**src/rtl/twslv_pkg.sv**
```systemverilog
package twslv_pkg;
  localparam int BYTE_W = 8;
  localparam int CNT_W = $clog2(BYTE_W + 1);
  localparam int ADDR_W = 3;
  localparam logic [3:0] DEV_TYPE = 4'b0101;

  typedef enum logic [3:0] {
    S_IDLE, S_ID, S_ID_ACK, S_INSTR, S_INSTR_ACK,
    S_WDATA, S_WDATA_ACK, S_RDATA, S_RDATA_ACK, S_WAIT
  } twsState_e;

  typedef struct packed {
    logic clrBits;
    logic cntUp;
    logic rxShift;
    logic txLoad;
    logic txShift;
    logic ackOn;
    logic sdaRel;
    logic capture;
  } twsStrobe_t;
endpackage

```
**src/rtl/twslv_datapath.sv**
```systemverilog
module twslv_datapath
  import twslv_pkg::*;
#(
  parameter int FILT_LEN = 3
) (
  input  logic              clk,
  input  logic              rstN,
  input  logic              sclIn,
  input  logic              sdaIn,
  input  twsStrobe_t        strobe,
  input  logic [BYTE_W-1:0] rdData,
  output logic              sclRise,
  output logic              sclFall,
  output logic              startSeen,
  output logic              stopSeen,
  output logic              bitsDone,
  output logic              sdaLevel,
  output logic [BYTE_W-1:0] rxByte,
  output logic [BYTE_W-1:0] holdByte,
  output logic              sdaPull
);
  logic [1:0] rawLine, lineF, lineP;
  assign rawLine = {sdaIn, sclIn};

  // index 0 = clock line, index 1 = data line
  for (genvar g = 0; g < 2; g++) begin : g_line
    logic [1:0]          syncQ;
    logic [FILT_LEN-1:0] winQ;
    logic                filtQ, prevQ;
    always_ff @(posedge clk or negedge rstN) begin
      if (!rstN) begin
        syncQ <= '1;
        winQ  <= '1;
        filtQ <= 1'b1;
        prevQ <= 1'b1;
      end else begin
        syncQ <= {syncQ[0], rawLine[g]};
        winQ  <= {winQ[FILT_LEN-2:0], syncQ[1]};
        if (&winQ) filtQ <= 1'b1;
        else if (!(|winQ)) filtQ <= 1'b0;
        prevQ <= filtQ;
      end
    end
    assign lineF[g] = filtQ;
    assign lineP[g] = prevQ;
  end

  assign sclRise   = lineF[0] & ~lineP[0];
  assign sclFall   = ~lineF[0] & lineP[0];
  assign startSeen = lineF[0] & lineP[0] & lineP[1] & ~lineF[1];
  assign stopSeen  = lineF[0] & lineP[0] & ~lineP[1] & lineF[1];
  assign sdaLevel  = lineF[1];

  logic [CNT_W-1:0]  bitCnt;
  logic [BYTE_W-1:0] shiftQ;

  always_ff @(posedge clk or negedge rstN) begin
    if (!rstN) begin
      bitCnt   <= '0;
      shiftQ   <= '0;
      holdByte <= '0;
      sdaPull  <= 1'b0;
    end else begin
      if (strobe.clrBits) bitCnt <= '0;
      else if (strobe.cntUp) bitCnt <= bitCnt + 1'b1;

      if (strobe.txLoad) shiftQ <= rdData;
      else if (strobe.txShift) shiftQ <= {shiftQ[BYTE_W-2:0], 1'b0};
      else if (strobe.rxShift) shiftQ <= {shiftQ[BYTE_W-2:0], sdaLevel};

      if (strobe.capture) holdByte <= shiftQ;

      if (strobe.sdaRel) sdaPull <= 1'b0;
      else if (strobe.txLoad) sdaPull <= ~rdData[BYTE_W-1];
      else if (strobe.txShift) sdaPull <= ~shiftQ[BYTE_W-2];
      else if (strobe.ackOn) sdaPull <= 1'b1;
    end
  end

  assign bitsDone = (bitCnt == CNT_W'(BYTE_W));
  assign rxByte   = shiftQ;
endmodule

```
**src/rtl/twslv_control.sv**
```systemverilog
module twslv_control
  import twslv_pkg::*;
(
  input  logic              clk,
  input  logic              rstN,
  input  logic              sclRise,
  input  logic              sclFall,
  input  logic              startSeen,
  input  logic              stopSeen,
  input  logic              bitsDone,
  input  logic              sdaLevel,
  input  logic [BYTE_W-1:0] rxByte,
  input  logic [ADDR_W-1:0] devAddr,
  input  logic              nvBusy,
  input  logic              cmdReady,
  output twsStrobe_t        strobe,
  output logic              cmdValid,
  output logic              cmdInstr,
  output logic              cmdRead,
  output logic              rdTake,
  output logic              txnDone
);
  twsState_e state, stateNext;
  logic      masterAck;
  logic      idMatch;

  assign idMatch = (rxByte[7:4] == DEV_TYPE) && (rxByte[3:1] == devAddr) && !nvBusy;

  always_comb begin
    strobe    = '0;
    stateNext = state;
    if (startSeen) begin
      strobe.clrBits = 1'b1;
      strobe.sdaRel  = 1'b1;
      stateNext      = S_ID;
    end else if (stopSeen) begin
      strobe.sdaRel = 1'b1;
      stateNext     = S_IDLE;
    end else begin
      unique case (state)
        S_ID, S_INSTR, S_WDATA: begin
          if (sclRise) begin
            strobe.rxShift = 1'b1;
            strobe.cntUp   = 1'b1;
          end else if (sclFall && bitsDone) begin
            if (state == S_ID) begin
              strobe.ackOn = idMatch;
              stateNext    = idMatch ? S_ID_ACK : S_IDLE;
            end else begin
              strobe.ackOn   = 1'b1;
              strobe.capture = 1'b1;
              stateNext      = (state == S_INSTR) ? S_INSTR_ACK : S_WDATA_ACK;
            end
          end
        end
        S_ID_ACK, S_WDATA_ACK: begin
          if (sclFall) begin
            strobe.sdaRel  = 1'b1;
            strobe.clrBits = 1'b1;
            stateNext      = (state == S_ID_ACK) ? S_INSTR : S_WDATA;
          end
        end
        S_INSTR_ACK: begin
          if (sclFall) begin
            strobe.clrBits = 1'b1;
            if (cmdRead) begin
              strobe.txLoad = 1'b1;
              stateNext     = S_RDATA;
            end else begin
              strobe.sdaRel = 1'b1;
              stateNext     = S_WDATA;
            end
          end
        end
        S_RDATA: begin
          if (sclRise) strobe.cntUp = 1'b1;
          else if (sclFall) begin
            if (bitsDone) begin
              strobe.sdaRel = 1'b1;
              stateNext     = S_RDATA_ACK;
            end else strobe.txShift = 1'b1;
          end
        end
        S_RDATA_ACK: begin
          if (sclFall) begin
            if (masterAck) begin
              strobe.clrBits = 1'b1;
              strobe.txLoad  = 1'b1;
              stateNext      = S_RDATA;
            end else stateNext = S_WAIT;
          end
        end
        default: ;
      endcase
    end
  end

  always_ff @(posedge clk or negedge rstN) begin
    if (!rstN) begin
      state     <= S_IDLE;
      masterAck <= 1'b0;
      cmdValid  <= 1'b0;
      cmdInstr  <= 1'b0;
      cmdRead   <= 1'b0;
    end else begin
      state <= stateNext;
      if (state == S_RDATA_ACK && sclRise) masterAck <= ~sdaLevel;
      if (state == S_ID && strobe.ackOn) cmdRead <= rxByte[0];
      if (strobe.capture) begin
        cmdValid <= 1'b1;
        cmdInstr <= (state == S_INSTR);
      end else if (cmdValid && cmdReady) cmdValid <= 1'b0;
    end
  end

  assign rdTake  = strobe.txLoad;
  assign txnDone = stopSeen && (state != S_IDLE) && (state != S_ID);
endmodule

```
**src/rtl/twslv_front.sv**
```systemverilog
module twslv_front
  import twslv_pkg::*;
#(
  parameter int FILT_LEN = 3
) (
  input  logic              clk,
  input  logic              rstN,
  input  logic              sclIn,
  input  logic              sdaIn,
  output logic              sdaOe,
  output logic              sdaOut,
  input  logic [ADDR_W-1:0] devAddr,
  input  logic              nvBusy,
  output logic              cmdValid,
  input  logic              cmdReady,
  output logic [BYTE_W-1:0] cmdData,
  output logic              cmdInstr,
  output logic              cmdRead,
  input  logic [BYTE_W-1:0] rdData,
  output logic              rdTake,
  output logic              txnDone
);
  twsStrobe_t        strobe;
  logic              sclRise, sclFall, startSeen, stopSeen, bitsDone, sdaLevel;
  logic [BYTE_W-1:0] rxByte;

  twslv_datapath #(.FILT_LEN(FILT_LEN)) i_datapath (
    .clk(clk), .rstN(rstN), .sclIn(sclIn), .sdaIn(sdaIn), .strobe(strobe),
    .rdData(rdData), .sclRise(sclRise), .sclFall(sclFall),
    .startSeen(startSeen), .stopSeen(stopSeen), .bitsDone(bitsDone),
    .sdaLevel(sdaLevel), .rxByte(rxByte), .holdByte(cmdData), .sdaPull(sdaOe)
  );

  twslv_control i_control (
    .clk(clk), .rstN(rstN), .sclRise(sclRise), .sclFall(sclFall),
    .startSeen(startSeen), .stopSeen(stopSeen), .bitsDone(bitsDone),
    .sdaLevel(sdaLevel), .rxByte(rxByte), .devAddr(devAddr), .nvBusy(nvBusy),
    .cmdReady(cmdReady), .strobe(strobe), .cmdValid(cmdValid),
    .cmdInstr(cmdInstr), .cmdRead(cmdRead), .rdTake(rdTake), .txnDone(txnDone)
  );

  assign sdaOut = 1'b0;
endmodule

```
**config.mk**
```make
export PLATFORM = sky130hd
export DESIGN_NAME = twslv_front
export DESIGN_NICKNAME = d
export VERILOG_FILES = /design/src/rtl/twslv_pkg.sv /design/src/rtl/twslv_datapath.sv /design/src/rtl/twslv_control.sv /design/src/rtl/twslv_front.sv
export SDC_FILE = /design/constraint.sdc
export NUM_CORES = 1
export LEC_CHECK = 0
export CAP_MARGIN = 20
export CORE_MARGIN = 2
export CORE_UTILIZATION = 54
export DETAILED_ROUTE_END_ITERATION = 16
export PLACE_DENSITY = 0.79
export SLEW_MARGIN = 20
export SYNTH_ARGS = -nofsm -noshare
export SYNTH_HDL_FRONTEND = slang
export SYNTH_SLANG_ARGS = --single-unit
```
**constraint.sdc**
```tcl
create_clock -name clk -period 2.15 [get_ports clk]
set_input_delay 0.5375 -clock clk [delete_from_list [all_inputs] [get_ports clk]]
set_output_delay 0.5375 -clock clk [all_outputs]
set_load 0.02 [all_outputs]
```
# After elaboration in Yosys (flattened, before gate mapping)
# Cells that the tools add are included.
[classes]
n_addsub = 1
eq_ne = 22
muxes = 68
bitwise_logic = 13
reduce_logical = 23
[ops]
columns = ["op", "n"]
rows = [
  ["two-way mux 4 bit", 14],
  ["two-way mux 1 bit", 39],
  ["inequality test 4 x 1 -> 1 bit (second input constant)", 7],
  ["two-way mux 8 bit", 3],
  ["equality test 4 x 3 -> 1 bit (second input constant)", 5],
  ["one-hot mux 4 bit (5 select lines)", 1],
  ["OR reduction 3 bit", 4],
  ["AND reduction 9 bit", 1],
  ["equality test 4 x 2 -> 1 bit (second input constant)", 2],
  ["equality test 4 bit (second input constant)", 2],
  ["logical AND 1 bit", 8],
  ["two-way mux 2 bit", 4],
  ["inequality test 4 bit (second input constant)", 2],
  ["nonzero test 4 bit", 2],
  ["AND 1 bit", 7],
  ["nonzero test 7 bit", 1],
  ["two-way mux 6 bit", 1],
  ["inverter 1 bit", 6],
  ["one-hot mux 1 bit (2 select lines)", 3],
  ["AND reduction 3 bit", 2],
  ["two-way mux 5 bit", 1],
  ["adder 4 x 1 -> 4 bit (second input constant)", 1],
  ["equality test 4 x 1 -> 1 bit (second input constant)", 1],
  ["inequality test 2 x 1 -> 1 bit (second input constant)", 2],
  ["7 further kinds", 8],
]
[totals]
reg_bits = 43
inputBits = 17
out_inout_bits = 15
word_cells = 144

# Longest topological paths before layout
# Gate-level depths: netlist (run 1).
[logic_depth]
ltp_word = 13
depth_mapped = 7
ltp_nobuf = 7

# By module
# A second synthesis (run 1) with hierarchy kept.
[unflattened]
hier_cells = 196
hier_area_um2 = 2193.4
[modules_own_cells]
columns = ["module", "n_inst", "cells_per_inst", "area_per_inst_um2", "seq_area_each_um2"]
rows = [
  ["twslv_datapath", 1, 109, 1450.1, 893.4],
  ["twslv_control", 1, 85, 732.0, 200.2],
  ["twslv_front", 1, 2, 11.3, 0.0],
]

# Least setup slack after synthesis (run 1)
# No wires, ideal clock.
[synth_timing]
path_kind = "register -> register"
from = "reg i_datapath.bitCnt[0]"
to = "reg i_control.state[1]"
setup_time_ns = 0.125
arrival_ns = 1.822
t_required_ns = 2.025
path_slack_ns = 0.203
path_stages_with_launch = 8
path_buffers = 0
synth_period_minus_slack_ns = 1.947
path_cell_list = "dfrtp_1 > inv_1 > ha_1 > and3b_1 > or3_1 > a32o_1 > o31ai_4 > mux2_4"
[synth_via]
elab_chain_cells = 4
elab_cells_between_ends = 5
classes_between = "eq/ne (3); reduce/logical (2)"
[synth_rtl]
columns = ["element", "line", "text"]
rows = [
  ["start, declared", "twslv_datapath.sv:54", "logic [CNT_W-1:0] bitCnt;"],
  ["start signal, assigned", "twslv_datapath.sv:65", "else if (strobe.cntUp) bitCnt <= bitCnt + 1'b1;"],
  ["equality test 4 bit *", "twslv_datapath.sv:80", "assign bitsDone = (bitCnt == CNT_W'(BYTE_W));"],
  ["logical AND 1 bit", "twslv_control.sv:45", "end else if (sclFall && bitsDone) begin"],
  ["inequality test 4 x 1 -> 1 bit (no source line)", "--", ""],
  ["AND reduction 9 bit (no source line) *", "--", ""],
  ["end signal, assigned", "twslv_control.sv:106", "state <= stateNext;"],
  ["end, declared", "twslv_control.sv:23", "twsState_e state, stateNext;"],
]
# Every way passes the cells marked *; elsewhere a longest branch is shown, timed or not.
# A chain may end at the register's enable or synchronous reset.

# Final worst setup path (run 1)
[layout_timing]
from = "reg i_control.state[3]"
to = "out rdTake"
[layout_via]
elab_chain_cells = 4
elab_cells_between_ends = 5
classes_between = "eq/ne (2); mux (3)"
[layout_rtl]
columns = ["element", "line", "text"]
rows = [
  ["equality test 4 bit / equality test 4 x 3 -> 1 bit (equally long branches)", "twslv_control.sv:40", "unique case (state)"],
  ["one-hot mux 1 bit (2 select lines) *", "twslv_control.sv:40", ""],
  ["two-way mux 6 bit *", "twslv_control.sv:36", "end else if (stopSeen) begin"],
  ["two-way mux 5 bit *", "twslv_control.sv:32", "if (startSeen) begin"],
  ["end, declared", "twslv_front.sv:20", "output logic rdTake,"],
]
# Marked as above.

==> results.toml, run 1 <==
[drt]
drt-pass1-iter-count = 4
wl_per_cell_microns = 16.1
drt_iter0_drc = 66
vias_per_cell = 5.50
num_vias = 1606
ant_nets = 0
drc_errors = 0
wirelength_microns = 4690

[worst_setup_path]
critical_path.slowest_cell = "dfrtp_1"
crit_fanout = 4
critPathKind = "flip-flop to output port"
r2r-start = "i_datapath.bitCnt[1]"
r2r_cells = 7
rr_endpoint = "i_control.state[2]"
crit_chain = "nand3b_1 > a211o_1 > nor2_8 > buf_4"
arrival_ns = 1.51
crit_path_max_incr_delay_ns = 0.41
r2r_setup_slack_ns = 0.12
worstPathRequired_ns = 1.61
cp-start-kind = "flip-flop"
crit_path_end_kind = "output port"

[sta]
layout_setup_ws_ns = 0.0985
tightest_slew_ns = 0.540
drv_slew = 0
finalHoldViolCount = 0
finalCritPeriodShare_pct = 95.4
setup-violations-final = 0
fin_crit_ns = 2.05
worst_clock_skew_ns = 0.00572
max_freq_mhz = 487
rsz0062_at_grt = "no"
maxSlewHeadroom_pct = 64.0

[clock_tree]
cts_tree = "built"
ctsHoldBuffers = 0
cts.clk_slew.worst_paths_ns = 0.09
clk_latency_ns = 0.30
clockBufferDepth = 2
cts_made_buffers = 5
clock-sinks = 43
root_buffer = "clkbuf_8"
htreeDepth = 2

[power_and_ir_drop]
p_sw_share_pct = 33.7
p_per_area_nw_per_um2 = 1130
pwr-share-clk_pct = 24.2
ir_drop_mv = 0.664
power.share.combinational_pct = 41.5
power_leakage_nw = 1.30
pwr-share-seq_pct = 34.4
p_int_mw = 2.13
total_power_mw = 3.22
p_sw_mw = 1.09

[logic_synthesis]
ys_async_sr_fraction_pct = 100
synth_common_cells = "29 x dfrtp_1, 24 x mux2_2, 14 x dfstp_2"
synth_top_area_share_pct = 32.1
synth_ff_type = "dfrtp_1"
ys_seq_area_share_pct = 48.4
synth_most_common_cell = "dfrtp_1"
syn_inst = 195
avgSynthCellArea_sq_um = 11.6
syn_nets = 214
synth-edff-count = 0
syn_area_sq_um = 2260
yosys_warnings = 0
synth_top_cell_by_area = "dfrtp_1"
ys_ff_latch = 43
ys_types = 50
yosys-top-cells-area = "dfrtp_1 32%, dfstp_2 16%, mux2_2 12%, xor2_1 2.3%, a21oi_1 2.0%"

[global_routing]
grt-ovfl-total = 0
grt_pass1_vias = 1621
grt_first_pass_wirelength_microns = 7700
antenna_found_initial = 0
grt_util_all_layers_pct = 22.4
grt_max_degree = 44

[final_layout]
drive_gt1_share_pct = 33.9
fin_util_pct = 70.4
area_delta_synth_final_pct = 25.5
seq_area_sq_um = 1090
nets = 260
fillers = 296
diodes = 0
final_cells = 292
multi_input_area_sq_um = 1060

[floorplan]
initial_core_util_pct = 56.1
die_area_sq_um = 4720
io_pins = 32
die_h_microns = 68.7
die_w_microns = 68.7
core_sq_um = 4030
rows = 23

[worst_hold_path]
hold_path.class = "input port to async pin"

[placed_design]
numPortBuffers = 30
gp_congestion = 0.832
pre_cts_slack_ns = -0.119
dp_cells = 283
dp_hpwl_microns = 3310

[run_status]
status = "finished, final reports clean"

[run]
cap_violations = 0
[through the flow]
| step | cell area [sq um] | TNS, ns | hold slack (ns) |
|---|---|---|---|
| 2_1_floorplan | 2260 | 0 | 0.242 |
| 3_3_place_gp | 2690 | -0.0693 | 0.346 |
| 3_5_place_dp | 2690 | -0.151 | 0.347 |
| 4_1_cts | 2830 | 0 | 0.312 |
| 5_1_grt | 2840 | 0 | 0.341 |
| 6_report | 2840 | 0 | 0.304 |
[how the worst max path moves through the flow]
stage,startpoint,to,slack (ns),cells after the start
after global placement,devAddr[0],i_control.cmdRead,-0.06,6
final,i_control.state[3],rdTake,0.1,4
after floorplan,i_datapath.bitCnt[0],i_control.state[1],0.20,7
after detailed placement,devAddr[0],i_control.cmdRead,-0.12,6
after CTS,i_control.state[2],txnDone,0.03,4
after global routing,i_datapath.bitCnt[1],i_control.state[1],0.007,7
[flip-flops by register name (all words and copies together), names as in the netlist, 2 cells and up]
signal and count:
i_datapath.holdByte 8, i_datapath.rxByte 8, i_datapath.g_line.winQ 6, i_control.state 4, i_datapath.bitCnt 4, i_datapath.g_line.syncQ 4
i_datapath.g_line.prevQ 2
[layout make-up]
class                   count  share of cell area, %
multi-input cells         133                   37.5
flip-flops and latches     43                   38.5
clock buffers               5                   2.43
clock inverters             3                   2.51
inverters                   9                   1.19
well taps                  50                   2.20
repair buffers             49                   15.6
[power by group through the flow]
stage,clock [mW],sequential [mW],combinational [mW]
after CTS,0.787,1.11,1.32
final,0.778,1.11,1.33
after global routing,0.813,1.13,1.45
after floorplan,0,1.08,1.00
after global placement,0,1.12,1.28
after detailed placement,0,1.12,1.30
[cell families after synthesis]
kind of cell | after synthesis | share of synthesized area (%)
xor gates and xnor gates | 9 | 3.49
DFF | 43 | 48.4
buffers and inverters | 19 | 4.76
and+or+nand+nor | 56 | 16.0
other | 1 | 0.166
muxes | 30 | 15.1
AOI/OAI and AO/OA | 34 | 10.6
adders and majority gates | 3 | 1.55
[worst max-delay path, delay by kind of cell, from the launching register on]
family / cells / cell delay, ns
flops: 1 / 0.41
compound gates: 1 / 0.38
simple gates: 2 / 0.28
buf+inv: 1 / 0.14
[timing repair]
item / in CTS / in global routing
setup buffers: 0 / 1
pin swaps: 1 / 1
resized for setup: 6 / 4
endpoints found under the setup margin: 2 / 4
[layer usage]
layer / global-route usage, % / part of all wire, % / up-vias
li1: - / - / 772
met1: 28.2 / 45 / 785
met2: 37.7 / 50 / 41
met3: 4.38 / 3.5 / 8
met4: 9.31 / 1.6 / 0
met5: 0 / 0 / -
[cells in the final DEF (no fill, tap or decap), types with 2 or more instances in the layout]
| cell | instances |
|---|---|
| a21boi_0 | 2 |
| nand2_1 | 10 |
| nor2_1 | 12 |
| o21ai_0 | 8 |
| buf_4 | 19 |
| clkdlybuf4s50_1 | 27 |
| nor3_1 | 5 |
| mux2i_1 | 4 |
| or2_2 | 2 |
| a32o_1 | 2 |
| xnor2_1 | 3 |
| mux2_2 | 24 |
| o211ai_1 | 3 |
| clkbuf_8 | 5 |
| nor3b_1 | 2 |
| nor2b_1 | 4 |
| ha_1 | 2 |
| inv_1 | 9 |
| mux2_4 | 2 |
| xor2_1 | 6 |
| dfrtp_1 | 29 |
| and4b_1 | 2 |
| dfstp_2 | 14 |
| a21oi_1 | 9 |
| nand3b_1 | 3 |
| nand2b_1 | 2 |
| bufinv_16 | 2 |
| a211o_1 | 2 |
(Power assumes the default switching activity.)
==> run 2: changes to the inputs <==
--- a/config.mk
+++ b/config.mk
@@ -6,10 +6,10 @@
 export NUM_CORES = 1
 export LEC_CHECK = 0
 export CAP_MARGIN = 20
-export CORE_MARGIN = 2
 export CORE_UTILIZATION = 54
 export DETAILED_ROUTE_END_ITERATION = 16
 export PLACE_DENSITY = 0.79
+export SETUP_SLACK_MARGIN = 0.3
 export SLEW_MARGIN = 20
 export SYNTH_ARGS = -nofsm -noshare
 export SYNTH_HDL_FRONTEND = slang
==> results.toml, run 2 (synthesized netlist as in run 1, its figures left out) <==
[final_layout]
area_delta_synth_final_pct = 29.8
fillers = 275
diodes = 0
drive_gt1_share_pct = 42.1
fin_util_pct = 73.4
final_cells = 302
final_common_cell = "buf_4"
fin_area_sq_um = 2930
mostFrequentLayoutCells = "29 x buf_4, 28 x dfrtp_1, 24 x clkdlybuf4s50_1"
nets = 270

[clock_tree]
cts.clk_slew.worst_paths_ns = 0.09
clock-sinks = 43
clk_latency_ns = 0.30
cts_tree = "built"
htreeDepth = 2
root_buffer = "clkbuf_8"
cts_made_buffers = 5
ctsHoldBuffers = 0
clockBufferDepth = 2

[drt]
drc_errors = 0
ant_nets = 0
vias_per_cell = 5.65
wl_per_cell_microns = 16.5
wirelength_microns = 4980
num_vias = 1707
drt_iter0_drc = 75
drt-pass1-iter-count = 4

[worst_hold_path]
hold_path.class = "input port to async pin"

[global_routing]
grt_pass1_vias = 1717
grt_max_degree = 44
antenna_found_initial = 0
grt_util_all_layers_pct = 24.8
grt-ovfl-total = 0
grt_first_pass_wirelength_microns = 8150

[placed_design]
post_dp_cell_area_sq_um = 2680
dp_hpwl_microns = 3520
gp_congestion = 0.883
dp_cells = 281
numPortBuffers = 30
pre_cts_slack_ns = -0.191

[worst_setup_path]
startpoint = "i_control.state[2]"
cp-start-kind = "flip-flop"
arrival_ns = 1.48
crit_fanout = 4
worstPathRequired_ns = 1.61
critPathKind = "flip-flop to output port"
r2r-start = "i_control.state[0]"
crit_path_end_kind = "output port"

[floorplan]
io_pins = 32
die_h_microns = 66.7
initial_core_util_pct = 56.5
die_w_microns = 66.7
die_area_sq_um = 4450
rows = 23
core_sq_um = 4000

[sta]
setup-violations-final = 0
finalHoldViolCount = 0
max_freq_mhz = 496
drv_slew = 0
finalCritPeriodShare_pct = 93.8
layout_setup_ws_ns = 0.132
tightest_slew_ns = 0.532
setup_tns_ns = 0
hold_ws_ns = 0.281
rsz0062_at_grt = "yes"
worst_clock_skew_ns = 0.0116
maxSlewHeadroom_pct = 64.5
fin_crit_ns = 2.02

[power_and_ir_drop]
pwr-share-clk_pct = 16.4
pwr-share-seq_pct = 35.0
p_sw_mw = 1.17
p_sw_share_pct = 36.8
total_power_mw = 3.18
p_per_area_nw_per_um2 = 1080
p_int_mw = 2.01
power.share.combinational_pct = 48.7
ir_drop_mv = 0.681
power_leakage_nw = 1.40

[run]
cap_violations = 0

[run_status]
status = "finished, final reports clean"
==> run 2: power groups by stage <==
stage / logic, mW / registers (mW) / clock network [mW]
2_1_floorplan: 1.02 / 1.08 / 0
3_3_place_gp: 1.24 / 1.11 / 0
3_5_place_dp: 1.29 / 1.13 / 0
4_1_cts: 1.42 / 1.11 / 0.525
5_1_grt: 1.65 / 1.13 / 0.567
6_report: 1.55 / 1.11 / 0.519
==> run 2: worst max-delay path, cell delays in order, from the launching register on <==
cell and delay, ns:
dfrtp_1 0.42, nand3b_1 0.18, a211o_4 0.36, nor2_8 0.09, buf_6 0.12
==> run 2: timing repair <==
item                                    in CTS  in global routing
setup buffers                                7                  6
endpoints found under the setup margin      16                 25
gates resized for setup                     24                 11
pin swaps                                    5                  5
==> run 2: worst paths after layout <==
check,endpoint,cells after the start,slack [ns]
max,rdTake,4,0.13
min,i_datapath.bitCnt[3],2,0.28
max reg2reg,i_control.state[1],6,0.15
min reg2reg,i_datapath.g_line[0].winQ[0],0,0.36
max in group asynchronous,i_control.state[1],2,1.47
min in group clk,i_datapath.g_line[0].winQ[0],0,0.36
==> run 2: routing by layer <==
metal / routed length, microns / global-route usage, % / vias up
li1: - / - / 805
met1: 2260 / 31.2 / 856
met2: 2440 / 42.0 / 33
met3: 152 / 4.79 / 13
met4: 127 / 9.04 / 0
met5: 0 / 0 / -
==> run 2: area by class of cell <==
| class | count | area, sq um | share of cell area, % |
|---|---|---|---|
| Multi-Input combinational cell | 133 | 1140 | 38.7 |
| Clock buffer | 5 | 68.8 | 2.35 |
| Tap cell | 50 | 62.6 | 2.13 |
| Clock inverter | 3 | 18.8 | 0.640 |
| Timing Repair Buffer | 59 | 519 | 17.7 |
| Inverter | 9 | 33.8 | 1.15 |
| Sequential cell | 43 | 1090 | 37.3 |
==> run 3: changes to the inputs <==
--- a/config.mk
+++ b/config.mk
@@ -6,9 +6,10 @@
 export NUM_CORES = 1
 export LEC_CHECK = 0
 export CAP_MARGIN = 20
-export CORE_UTILIZATION = 54
+export CORE_UTILIZATION = 56
+export CTS_BUF_LIST = sky130_fd_sc_hd__clkbuf_2 sky130_fd_sc_hd__clkbuf_4 sky130_fd_sc_hd__clkbuf_8
 export DETAILED_ROUTE_END_ITERATION = 16
-export PLACE_DENSITY = 0.79
+export PLACE_DENSITY = 0.82
 export SETUP_SLACK_MARGIN = 0.3
 export SLEW_MARGIN = 20
 export SYNTH_ARGS = -nofsm -noshare
==> results.toml, run 3 (synthesized netlist as in run 1, its figures left out) <==
[run_status]
status = "finished, final reports clean"

[sta]
setup_tns_ns = 0
finalCritPeriodShare_pct = 96.3
worst_clock_skew_ns = 0.0106
drv_slew = 0
layout_setup_ws_ns = 0.0791
setup-violations-final = 0
finalHoldViolCount = 0
maxSlewHeadroom_pct = 65.1
tightest_slew_ns = 0.523
rsz0062_at_grt = "yes"
fin_crit_ns = 2.07
max_freq_mhz = 483

[clock_tree]
clock-sinks = 43
root_buffer = "clkbuf_8"
cts_tree = "built"
ctsHoldBuffers = 0
clk_latency_ns = 0.31
cts.clk_slew.worst_paths_ns = 0.09
clockBufferDepth = 2
cts_made_buffers = 5
htreeDepth = 2

[floorplan]
io_pins = 32
core_sq_um = 3770
die_h_microns = 65.5
initial_core_util_pct = 60.0
die_w_microns = 65.5
rows = 22
die_area_sq_um = 4300

[final_layout]
diodes = 0
nets = 275
area_delta_synth_final_pct = 33.3
final_common_cell = "dfrtp_1"
mostFrequentLayoutCells = "28 x dfrtp_1, 27 x buf_4, 21 x mux2_2"
drive_gt1_share_pct = 44.0

[drt]
wirelength_microns = 5790
drt_iter0_drc = 100
drt-pass1-iter-count = 5
wl_per_cell_microns = 19.0
num_vias = 1822
ant_nets = 0
drc_errors = 0
vias_per_cell = 5.97

[power_and_ir_drop]
power_leakage_nw = 1.49
p_per_area_nw_per_um2 = 1100
pwr-share-seq_pct = 33.8
power.share.combinational_pct = 49.8
p_sw_share_pct = 37.5
pwr-share-clk_pct = 16.4
p_sw_mw = 1.25
ir_drop_mv = 0.640
p_int_mw = 2.08

[placed_design]
gp_congestion = 0.964
numPortBuffers = 30
dp_hpwl_microns = 3460
pre_cts_slack_ns = -0.184

[global_routing]
grt_util_all_layers_pct = 27.9
antenna_found_initial = 0
grt_first_pass_wirelength_microns = 8750
grt-ovfl-total = 0
grt_pass1_vias = 1837
grt_max_degree = 44

[run]
cap_violations = 0

[worst_hold_path]
hold_path.class = "input port to async pin"

[worst_setup_path]
arrival_ns = 1.53
cp-start-kind = "flip-flop"
worstPathRequired_ns = 1.61
crit_fanout = 4
critPathKind = "flip-flop to output port"
crit_path_end_kind = "output port"
r2r_cells = 7
[run 3: changes by cell type in the layout (fill, tap and decap cells not counted), moves of 2 or more]
cell / delta
buf_6: +6
clkdlybuf4s50_1: -5
dlymetal6s2s_1: +4
buf_4: -2
inv_6: +2
mux2_2: -2
mux2_4: +2
nor2b_2: +2
[run 3: final cells by class]
class,count,area [sq um]
inverter,9,33.8
sequential,43,1090
multi-input combinational,133,1140
clock buffer,5,68.8
timing repair buffer,64,586
clock inverter,3,26.3
tap,48,60.1
fill,209,757
[run 3: power groups by stage]
stage | combinational, mW | clock, mW | sequential [mW]
4_1_cts | 1.48 | 0.558 | 1.11
3_5_place_dp | 1.26 | 0 | 1.13
3_3_place_gp | 1.21 | 0 | 1.11
5_1_grt | 1.76 | 0.595 | 1.14
6_report | 1.65 | 0.544 | 1.12
2_1_floorplan | 1.02 | 0 | 1.08
[run 3: metal layers]
metal	up-vias	global-route usage (%)	wire length [microns]
met3	31	7.64	350
met2	93	46.8	2950
met4	0	13.9	313
met5	-	0	0
li1	805	-	-
met1	893	32.8	2170
[run 3: worst max-delay path, cell delays in order, from the launching register on]
cell and delay (ns):
dfrtp_1 0.42, nand3b_1 0.20, a211o_4 0.39, nor2_8 0.10
buf_6 0.12
[run 3: worst paths after layout]
| path | startpoint | end | slack [ns] |
|---|---|---|---|
| min reg2reg | i_datapath.g_line[0].syncQ[0] | i_datapath.g_line[0].syncQ[1] | 0.36 |
| max | i_control.state[2] | rdTake | 0.08 |
| max reg2reg | i_control.state[2] | i_datapath.rxByte[2] | 0.08 |
| min | rstN | i_control.cmdInstr | 0.28 |
| max in group asynchronous | rstN | i_datapath.g_line[0].syncQ[1] | 1.49 |
| min in group clk | i_datapath.g_line[0].syncQ[0] | i_datapath.g_line[0].syncQ[1] | 0.36 |
[run 3: through the flow]
stage          hold WS [ns]  instances  util [%]  power (mW)  cell area, sq um
2_1_floorplan         0.242        195         -        2.11              2280
3_3_place_gp          0.346        278      70.7        2.32              2670
3_5_place_dp          0.349        278      70.7        2.38              2670
4_1_cts               0.295        301      77.4        3.14              2920
5_1_grt               0.322        305      79.9        3.49              3010
6_report              0.283        305      79.9        3.32              3010
[run 3: what timing repair did]
| action | CTS | global route |
|---|---|---|
| setup endpoints to repair | 17 | 28 |
| resized for setup | 26 | 22 |
| pin swaps | 5 | 8 |
| buffers inserted | 14 | 4 |
| gates cloned | 1 | 0 |
